**src/rtl/hwloop_pkg.sv**
```systemverilog
package hwloop_pkg;
  localparam int ADDR_W  = 24;
  localparam int CNT_W   = 16;
  localparam int LEVELS  = 2;
  localparam int LVL_W   = $clog2(LEVELS + 1);

  typedef logic [ADDR_W-1:0] addr_t;
  typedef logic [CNT_W-1:0]  cnt_t;
  typedef logic [LVL_W-1:0]  lvl_t;

  // fetch reaches the active loop end
  function automatic logic end_match(input logic valid, input addr_t pc,
                                     input addr_t loop_end, input lvl_t lvl);
    return valid && (lvl != '0) && (pc == loop_end);
  endfunction

  // further iterations remain after this pass
  function automatic logic more_passes(input cnt_t cnt);
    return cnt > cnt_t'(1);
  endfunction

  // fall-through address for a skipped body (wraps)
  function automatic addr_t skip_addr(input addr_t loop_end);
    return loop_end + addr_t'(1);
  endfunction

  function automatic cnt_t count_down(input cnt_t cnt);
    return cnt - cnt_t'(1);
  endfunction
endpackage

```
**src/rtl/hwloop_stack.sv**
```systemverilog
module hwloop_stack
  import hwloop_pkg::*;
(
  input  logic  clk,
  input  logic  rst_n,
  input  logic  push_i,
  input  logic  pop_i,
  input  addr_t data_i,
  output addr_t top_o,
  output lvl_t  level_o
);
  addr_t ent_q [LEVELS];
  lvl_t  level_q;

  for (genvar i = 0; i < LEVELS; i++) begin : g_ent
    always_ff @(posedge clk or negedge rst_n) begin
      if (!rst_n)
        ent_q[i] <= '0;
      else if (push_i && level_q == lvl_t'(i))
        ent_q[i] <= data_i;
    end
  end

  always_ff @(posedge clk or negedge rst_n) begin
    if (!rst_n)
      level_q <= '0;
    else if (push_i)
      level_q <= level_q + lvl_t'(1);
    else if (pop_i)
      level_q <= level_q - lvl_t'(1);
  end

  always_comb begin
    top_o = '0;
    for (int i = 0; i < LEVELS; i++)
      if (level_q == lvl_t'(i + 1))
        top_o = ent_q[i];
  end

  assign level_o = level_q;
endmodule

```
**src/rtl/hwloop_regs.sv**
```systemverilog
module hwloop_regs
  import hwloop_pkg::*;
(
  input  logic  clk,
  input  logic  rst_n,
  input  logic  load_i,
  input  logic  dec_i,
  input  logic  restore_i,
  input  addr_t new_end_i,
  input  cnt_t  new_cnt_i,
  output addr_t end_o,
  output cnt_t  cnt_o
);
  addr_t end_q, end2_q;
  cnt_t  cnt_q, cnt2_q;

  always_ff @(posedge clk or negedge rst_n) begin
    if (!rst_n) begin
      end_q  <= '0;
      cnt_q  <= '0;
      end2_q <= '0;
      cnt2_q <= '0;
    end else if (load_i) begin
      end2_q <= end_q;
      cnt2_q <= cnt_q;
      end_q  <= new_end_i;
      cnt_q  <= new_cnt_i;
    end else if (restore_i) begin
      end_q  <= end2_q;
      cnt_q  <= cnt2_q;
      end2_q <= '0;
      cnt2_q <= '0;
    end else if (dec_i) begin
      cnt_q  <= count_down(cnt_q);
    end
  end

  assign end_o = end_q;
  assign cnt_o = cnt_q;
endmodule

```
**src/rtl/hwloop_seq.sv**
```systemverilog
module hwloop_seq
  import hwloop_pkg::*;
(
  input  logic  start_i,
  input  cnt_t  count_i,
  input  addr_t end_addr_i,
  input  logic  fetch_valid_i,
  input  addr_t fetch_addr_i,
  input  addr_t loop_end_i,
  input  cnt_t  loop_cnt_i,
  input  lvl_t  level_i,
  input  addr_t stack_top_i,
  output logic  hit_o,
  output logic  push_o,
  output logic  skip_o,
  output logic  refuse_o,
  output logic  iterate_o,
  output logic  exit_o,
  output logic  redirect_o,
  output addr_t target_o
);
  logic full;
  logic zero_cnt;

  always_comb begin
    full       = (level_i == lvl_t'(LEVELS));
    zero_cnt   = (count_i == '0);
    hit_o      = end_match(fetch_valid_i, fetch_addr_i, loop_end_i, level_i);
    skip_o     = start_i && zero_cnt;
    push_o     = start_i && !zero_cnt && !full;
    refuse_o   = start_i && !zero_cnt && full;
    iterate_o  = !start_i && hit_o && more_passes(loop_cnt_i);
    exit_o     = !start_i && hit_o && !more_passes(loop_cnt_i);
    redirect_o = skip_o || iterate_o;
    target_o   = skip_o ? skip_addr(end_addr_i) : stack_top_i;
  end
endmodule

```
**src/rtl/hwloop_ctrl.sv**
```systemverilog
module hwloop_ctrl
  import hwloop_pkg::*;
(
  input  logic              clk,
  input  logic              rst_n,
  input  logic              start_i,
  input  logic [23:0]       body_addr_i,
  input  logic [23:0]       end_addr_i,
  input  logic [15:0]       count_i,
  input  logic              fetch_valid_i,
  input  logic [23:0]       fetch_addr_i,
  output logic              redirect_o,
  output logic [23:0]       target_o,
  output logic [1:0]        depth_o,
  output logic              overflow_o
);
  addr_t loop_end_w, stack_top_w;
  cnt_t  loop_cnt_w;
  lvl_t  level_w;
  logic  hit_w, push_w, skip_w, refuse_w, iterate_w, exit_w;
  logic  ovf_q;

  hwloop_seq u_seq (
    .start_i       (start_i),
    .count_i       (count_i),
    .end_addr_i    (end_addr_i),
    .fetch_valid_i (fetch_valid_i),
    .fetch_addr_i  (fetch_addr_i),
    .loop_end_i    (loop_end_w),
    .loop_cnt_i    (loop_cnt_w),
    .level_i       (level_w),
    .stack_top_i   (stack_top_w),
    .hit_o         (hit_w),
    .push_o        (push_w),
    .skip_o        (skip_w),
    .refuse_o      (refuse_w),
    .iterate_o     (iterate_w),
    .exit_o        (exit_w),
    .redirect_o    (redirect_o),
    .target_o      (target_o)
  );

  hwloop_stack u_stack (
    .clk     (clk),
    .rst_n   (rst_n),
    .push_i  (push_w),
    .pop_i   (exit_w),
    .data_i  (body_addr_i),
    .top_o   (stack_top_w),
    .level_o (level_w)
  );

  hwloop_regs u_regs (
    .clk       (clk),
    .rst_n     (rst_n),
    .load_i    (push_w),
    .dec_i     (iterate_w),
    .restore_i (exit_w),
    .new_end_i (end_addr_i),
    .new_cnt_i (count_i),
    .end_o     (loop_end_w),
    .cnt_o     (loop_cnt_w)
  );

  always_ff @(posedge clk or negedge rst_n) begin
    if (!rst_n)
      ovf_q <= 1'b0;
    else if (refuse_w)
      ovf_q <= 1'b1;
  end

  assign depth_o    = level_w;
  assign overflow_o = ovf_q;
endmodule

```
**config.mk**
```make
export PLATFORM = sky130hd
export DESIGN_NAME = hwloop_ctrl
export DESIGN_NICKNAME = d
export VERILOG_FILES = /design/src/rtl/hwloop_pkg.sv /design/src/rtl/hwloop_stack.sv /design/src/rtl/hwloop_regs.sv /design/src/rtl/hwloop_seq.sv /design/src/rtl/hwloop_ctrl.sv
export SDC_FILE = /design/constraint.sdc
export NUM_CORES = 1
export LEC_CHECK = 0
export BUFFER_PORTS_ARGS = -buffer_cell sky130_fd_sc_hd__buf_4
export CORE_ASPECT_RATIO = 1.2
export CORE_MARGIN = 5
export CORE_UTILIZATION = 38
export CTS_CLUSTER_DIAMETER = 50
export CTS_CLUSTER_SIZE = 10
export DETAILED_ROUTE_END_ITERATION = 6
export GPL_TIMING_DRIVEN = 0
export PLACE_DENSITY = 0.64
export SETUP_SLACK_MARGIN = 0.15
export SYNTH_ARGS = -nofsm -noshare
export SYNTH_HDL_FRONTEND = slang
export SYNTH_SLANG_ARGS = --single-unit
```
**constraint.sdc**
```tcl
create_clock -name clk -period 3.2 [get_ports clk]
set_input_delay 0.48 -clock clk [delete_from_list [all_inputs] [get_ports clk]]
set_output_delay 0.48 -clock clk [all_outputs]
set_load 0.03 [all_outputs]
```
# Word-level counts from Yosys, hierarchy flattened
# Cells that the tools add are included.
[word_totals]
inputBits = 92
register_bits = 131
out_inout_bits = 28
word_cells = 51
[op_classes]
n_reduce_logical = 21
addsub = 4
order_cmp = 1
muxes = 14
n_eq_ne = 3
[ops]
columns = ["operator", "n"]
rows = [
  ["24-bit two-way mux", 7],
  ["16-bit two-way mux", 5],
  ["24-bit by 1-bit adder with 24-bit output, second input constant", 1],
  ["24-bit equality test", 1],
  ["16-bit by 1-bit greater-than comparator with 1-bit output, second input constant", 1],
  ["16-bit zero test", 1],
  ["16-bit by 1-bit subtractor with 16-bit output, second input constant", 1],
  ["1-bit logical AND", 11],
  ["1-bit zero test", 4],
  ["2-bit two-way mux", 2],
  ["2-bit nonzero test", 2],
  ["3-bit nonzero test", 1],
  ["2-bit by 1-bit adder with 2-bit output, second input constant", 1],
  ["2-bit by 1-bit equality test with 1-bit output, second input constant", 1],
  ["2-bit equality test, second input constant", 1],
  ["2-bit zero test", 1],
  ["2-bit by 1-bit subtractor with 2-bit output, second input constant", 1],
  ["1-bit logical OR", 1],
]

# Longest topological paths before layout
[depth]
depth_word = 8
mapped_depth = 10
mapped_depth_nobuf = 8

# Modules after synthesis
# From an unflattened synthesis, not the netlist that was laid out.
[unflattened]
cells_unflattened = 668
area_unflattened_um2 = 6985.4
[modules_own_cells]
columns = ["mod", "area_per_inst_um2", "n_inst", "seq_area_each_um2", "cells_per_inst"]
rows = [
  ["hwloop_regs", 3599.7, 1, 2001.9, 343],
  ["hwloop_stack", 2173.3, 1, 1251.2, 147],
  ["hwloop_seq", 1181.1, 1, 0.0, 176],
  ["hwloop_ctrl", 31.3, 1, 25.0, 2],
]

# Least setup slack after synthesis
# Ideal clock, no wire load.
[synth_path]
path_kind = "flip-flop to output port"
from = "register u_stack.level_q[0] (netlist: u_stack.level_o[0])"
to = "output target_o[1]"
slack_ns = 0.320
arrival_time_ns = 2.400
t_required_ns = 2.720
path_stages_with_launch = 9
path_buffers = 3
cell_sequence = "dfrtp_1 inv_1 ha_1 clkbuf_1 nor2b_1 clkbuf_1 clkbuf_1 a22oi_1 o21ai_0"
[synth_between]
elab_chain_cells = 4
word_cells_on_any_way = 5
cone_classes = "eq/ne (2); mux (3)"
[synth_lines]
columns = ["element", "line", "rtl"]
rows = [
  ["from (decl)", "hwloop_stack.sv:13", "lvl_t level_q;"],
  ["from (signal assigned)", "hwloop_stack.sv:28", "level_q <= level_q + lvl_t'(1);"],
  ["from (signal assigned)", "hwloop_stack.sv:30", "level_q <= level_q - lvl_t'(1);"],
  ["2-bit by 1-bit equality test with 1-bit output", "hwloop_stack.sv:36", "if (level_q == lvl_t'(i + 1))"],
  ["24-bit two-way mux", "hwloop_stack.sv:36", ""],
  ["24-bit two-way mux *", "hwloop_stack.sv:36", ""],
  ["24-bit two-way mux *", "hwloop_seq.sv:35", "target_o = skip_o ? skip_addr(end_addr_i) : stack_top_i;"],
  ["to (decl)", "hwloop_ctrl.sv:13", "output logic [23:0] target_o,"],
]
# Mark *: on every way between the ends. The rest lies on a longest branch, timed or not.

# Worst setup path in the final report
[layout_path]
from = "register u_regs.end_q[6] (netlist: u_regs.end_o[6])"
to = "output redirect_o"
[layout_between]
elab_chain_cells = 5
[layout_lines]
columns = ["element", "line", "rtl"]
rows = [
  ["from (decl)", "hwloop_regs.sv:14", "addr_t end_q, end2_q;"],
  ["from (signal assigned)", "hwloop_regs.sv:26", "end_q <= new_end_i;"],
  ["from (signal assigned)", "hwloop_regs.sv:29", "end_q <= end2_q;"],
  ["24-bit equality test", "hwloop_pkg.sv:14", "return valid && (lvl != '0) && (pc == loop_end);"],
  ["1-bit logical AND", "hwloop_pkg.sv:14", ""],
  ["1-bit logical AND (2 in series)", "hwloop_seq.sv:32", "iterate_o = !start_i && hit_o && more_passes(loop_cnt_i);"],
  ["1-bit logical OR", "hwloop_seq.sv:34", "redirect_o = skip_o || iterate_o;"],
  ["to (decl)", "hwloop_ctrl.sv:12", "output logic redirect_o,"],
]
# No other way between the ends.

==> impl_metrics.csv <==
group,metric,value,unit
synthesis,synth_cell_types,44,
floorplanning,dieArea,20900,µm²
place,place_ws,-0.126,ns
drt,drc,0,
sta,slew_violations,0,
setup_path,crit_buf_inv,2,
clock_network,cts_htree_levels,4,
place,dp.final_hpwl,14300,µm
setup_path,crit_arrival,2.51,ns
setup_path,cp_top_family,"simple AND/OR/NAND/NOR gates",
layout,seq_area,3280,µm²
layout,final_cells,1072,
layout,antennaDiodeCount,0,
layout,multi_input_area,3400,µm²
synthesis,netlist.top_cell.by_area,"dfrtp_1",
synthesis,synth.avg_cell_area,9.83,µm²
sta,finalWorstSetupSlack,0.212,ns
global_route,grt_usage,0.188,
sta,finalSetupViolations,0,
power,total_power,8.02,mW
sta,whs,0.0389,ns
clock_network,clock_latency,0.43,ns
drt,wl_met1,8050,µm
setup_path,critPathSlowestCell,"dfrtp_1",
drt,postRouteAntennaNets,0,
clock_network,cts_tree,"done",
clock_network,cts_sinks,131,
power,power_density,922,nW/µm²
setup_path,rr_startpoint,"u_stack.level_o[0]",
sta,post-route-period-util,0.934,
clock_network,cts_inserted_buffers,17,
floorplanning,placementRows,53,
clock_network,cts.clk_slew.worst_paths,0.06,ns
floorplanning,coreArea,17600,µm²
drt,wl_met2,9580,µm
synthesis,yosysWarnings,0,
layout,drive_above_1_share,0.281,
sta,finClkSkew,0.0125,ns
setup_path,crit_path_cell_trace,"xnor2_1 -> nand4_1 -> nor4_1 -> nand2_2 -> clkbuf_2 -> o22ai_1 -> buf_4",
drt,vias_per_cell,5.29,
drt,highest-signal-layer,"met4",
setup_path,crit_fanout,10,
synthesis,syn_nets,796,
sta,rsz0062_at_grt,"yes",
drt,route.met3.wl,1310,µm
synthesis,synth_async_sr_flop_share,1.00,
setup_path,required,2.72,ns
synthesis,synth_edf_count,0,
min_path,holdCritPathClass,"in -> async",
run_status,outcome,"finished clean",
sta,relSlewSlack,0.560,
drt,drt-wirelength-per-cell,18.1,µm
sta,clock.fmax,0.335,GHz
clock_network,clock_path_buffers,2,
drt,firstDrtPassIters,4,
synthesis,syn-instance-count,698,
floorplanning,io_pins,120,
global_route,antenna_found_initial,0,
synthesis,ys_seq_area_frac,0.478,
global_route,grt_overflow,0,
power,irDropWorstVdd,519,µV
synthesis,synth_top_cell_area_share,0.478,
synthesis,synth_area_leaders,"dfrtp_1 (48%), mux2_2 (7.9%), nand2_1 (6.1%)",
place,routabilityCongestion,0.834,
setup_path,worst_path_largest_cell_delay,0.40,ns
floorplanning,initial_core_util,0.389,
layout,area_growth,26.7,%
floorplanning,die_y,157,µm
synthesis,ys_ff_latch,131,
setup_path,criticalPathCategory,"reg -> out",
setup_path,critPathCaptureType,"primary output",
global_route,grt_max_degree,69,
clock_network,clock-root-buffer,"clkbuf_16",
synthesis,synth_ff_type,"dfrtp_1",
place,dp.cells,1038,
sta,worstMarginPinSlew,0.661,ns
drt,vias,5668,
drt,drt_iter0_markers,315,
sta,tns,0,ns
flow_run,maxCapViolCount,0,
layout,fillers,1702,
setup_path,reg2reg_depth,8,
layout,fin_nets,937,
setup_path,cp-start-kind,"flip-flop",
setup_path,rrSetupSlack,0.58,ns
floorplanning,fp.dieW,133,µm
setup_path,r2r-end,"u_regs.cnt_o[8]",
power,p_leak,4.02,nW
global_route,grt_pass1_vias,5992,
clock_network,cts_hold_buf,0,
global_route,grt_pass1_wl,31100,µm
place,portBuffers,119,
sta,hold_viol_final,0,
synthesis,synth_area,6860,µm²
drt,wl,19400,µm
sta,period_needed,2.99,ns
placed cells by master, fill, tap and decap left out, types with 17 or more instances in the layout:
cell type    n
nand2_1    110
mux2i_1     28
a221oi_1    23
nand3_1     52
xnor2_1     39
nor2_1      44
xor2_1      18
buf_4      120
a21oi_1     60
clkbuf_1    17
mux2_2      48
dfrtp_1    131
clkbuf_16   17
how the worst max path moves through the flow:
stage                                  start           end  slack, ns  depth (start not counted)
after floorplan           u_stack.level_o[0]   target_o[1]       0.32                          8
after global placement           count_i[13]  target_o[17]      -0.16                          8
after detailed placement         count_i[13]  target_o[22]      -0.13                          8
after CTS                 u_stack.level_o[0]    redirect_o       0.16                          9
after global routing      u_stack.level_o[0]    redirect_o       0.11                          9
final                        u_regs.end_o[6]    redirect_o       0.21                          7
flip-flops by register name, indices dropped and copies added, names as in the netlist:
name             count
overflow_o           1
u_regs.cnt2_q       16
u_regs.cnt_o        16
u_regs.end2_q       24
u_regs.end_o        24
u_stack.ent_q       48
u_stack.level_o      2
layer usage:
layer  vias up  track usage
met4         0       0.0663
met1      2728        0.229
met3        27       0.0591
met5         -            0
li1       2755            -
met2       158        0.317
repair_timing:
action,CTS,global route
buffers inserted,1,1
gates resized for setup,14,7
endpoints found under the setup margin,23,19
pin swaps,1,1
metrics by stage:
| stage | cell area [µm²] | utilization |
|---|---|---|
| after floorplan | 6860 | - |
| after global placement | 8030 | 0.455 |
| after detailed placement | 8060 | 0.457 |
| after CTS | 8670 | 0.491 |
| after global routing | 8690 | 0.493 |
| final | 8690 | 0.493 |
cell families (layout without fill, tap and decap cells):
kind of cell,count (synthesis),in the layout,share of synthesized area
and+or+nand+nor,259,259,0.180
DFF,131,131,0.478
AOI/OAI and AO/OA,119,119,0.108
muxes,76,76,0.120
xor gates and xnor gates,57,57,0.0728
buffers and inverters,50,204,0.0305
adders and majority gates,6,6,0.0109
power breakdown:
part / total [mW] / switching (mW) / internal (mW)
Clock: 1.91 / 0.821 / 1.09
Combinational: 3.12 / 1.75 / 1.37
Sequential: 2.98 / 0.558 / 2.43
worst reg2reg max path: stages (launching register included):
cell	delay, ns
dfrtp_1	0.37
inv_1	0.10
ha_1	0.20
clkbuf_2	0.19
nor3b_1	0.48
clkbuf_1	0.46
clkbuf_1	0.48
nand2_1	0.13
o211ai_1	0.11
cell type report:
class,count,area share
multi-input combinational,517,0.391
sequential,131,0.377
timing repair buffer,122,0.108
clock buffer,18,0.0494
tap,220,0.0317
buffer,44,0.0235
clock inverter,14,0.0164
inverter,6,0.00259
synthesized netlist by cell type, types with 8 or more instances:
library cell,n
buf_2,11
nor4_1,9
a21oi_1,60
nand4_1,12
nand2_1,111
mux2_2,48
mux2i_1,28
nor2_1,44
a22oi_1,8
dfrtp_1,131
clkbuf_1,27
o21ai_0,10
nand3_1,52
xor2_1,18
xnor2_1,39
a221oi_1,23
Note: power is estimated with default switching activity, not from simulation.
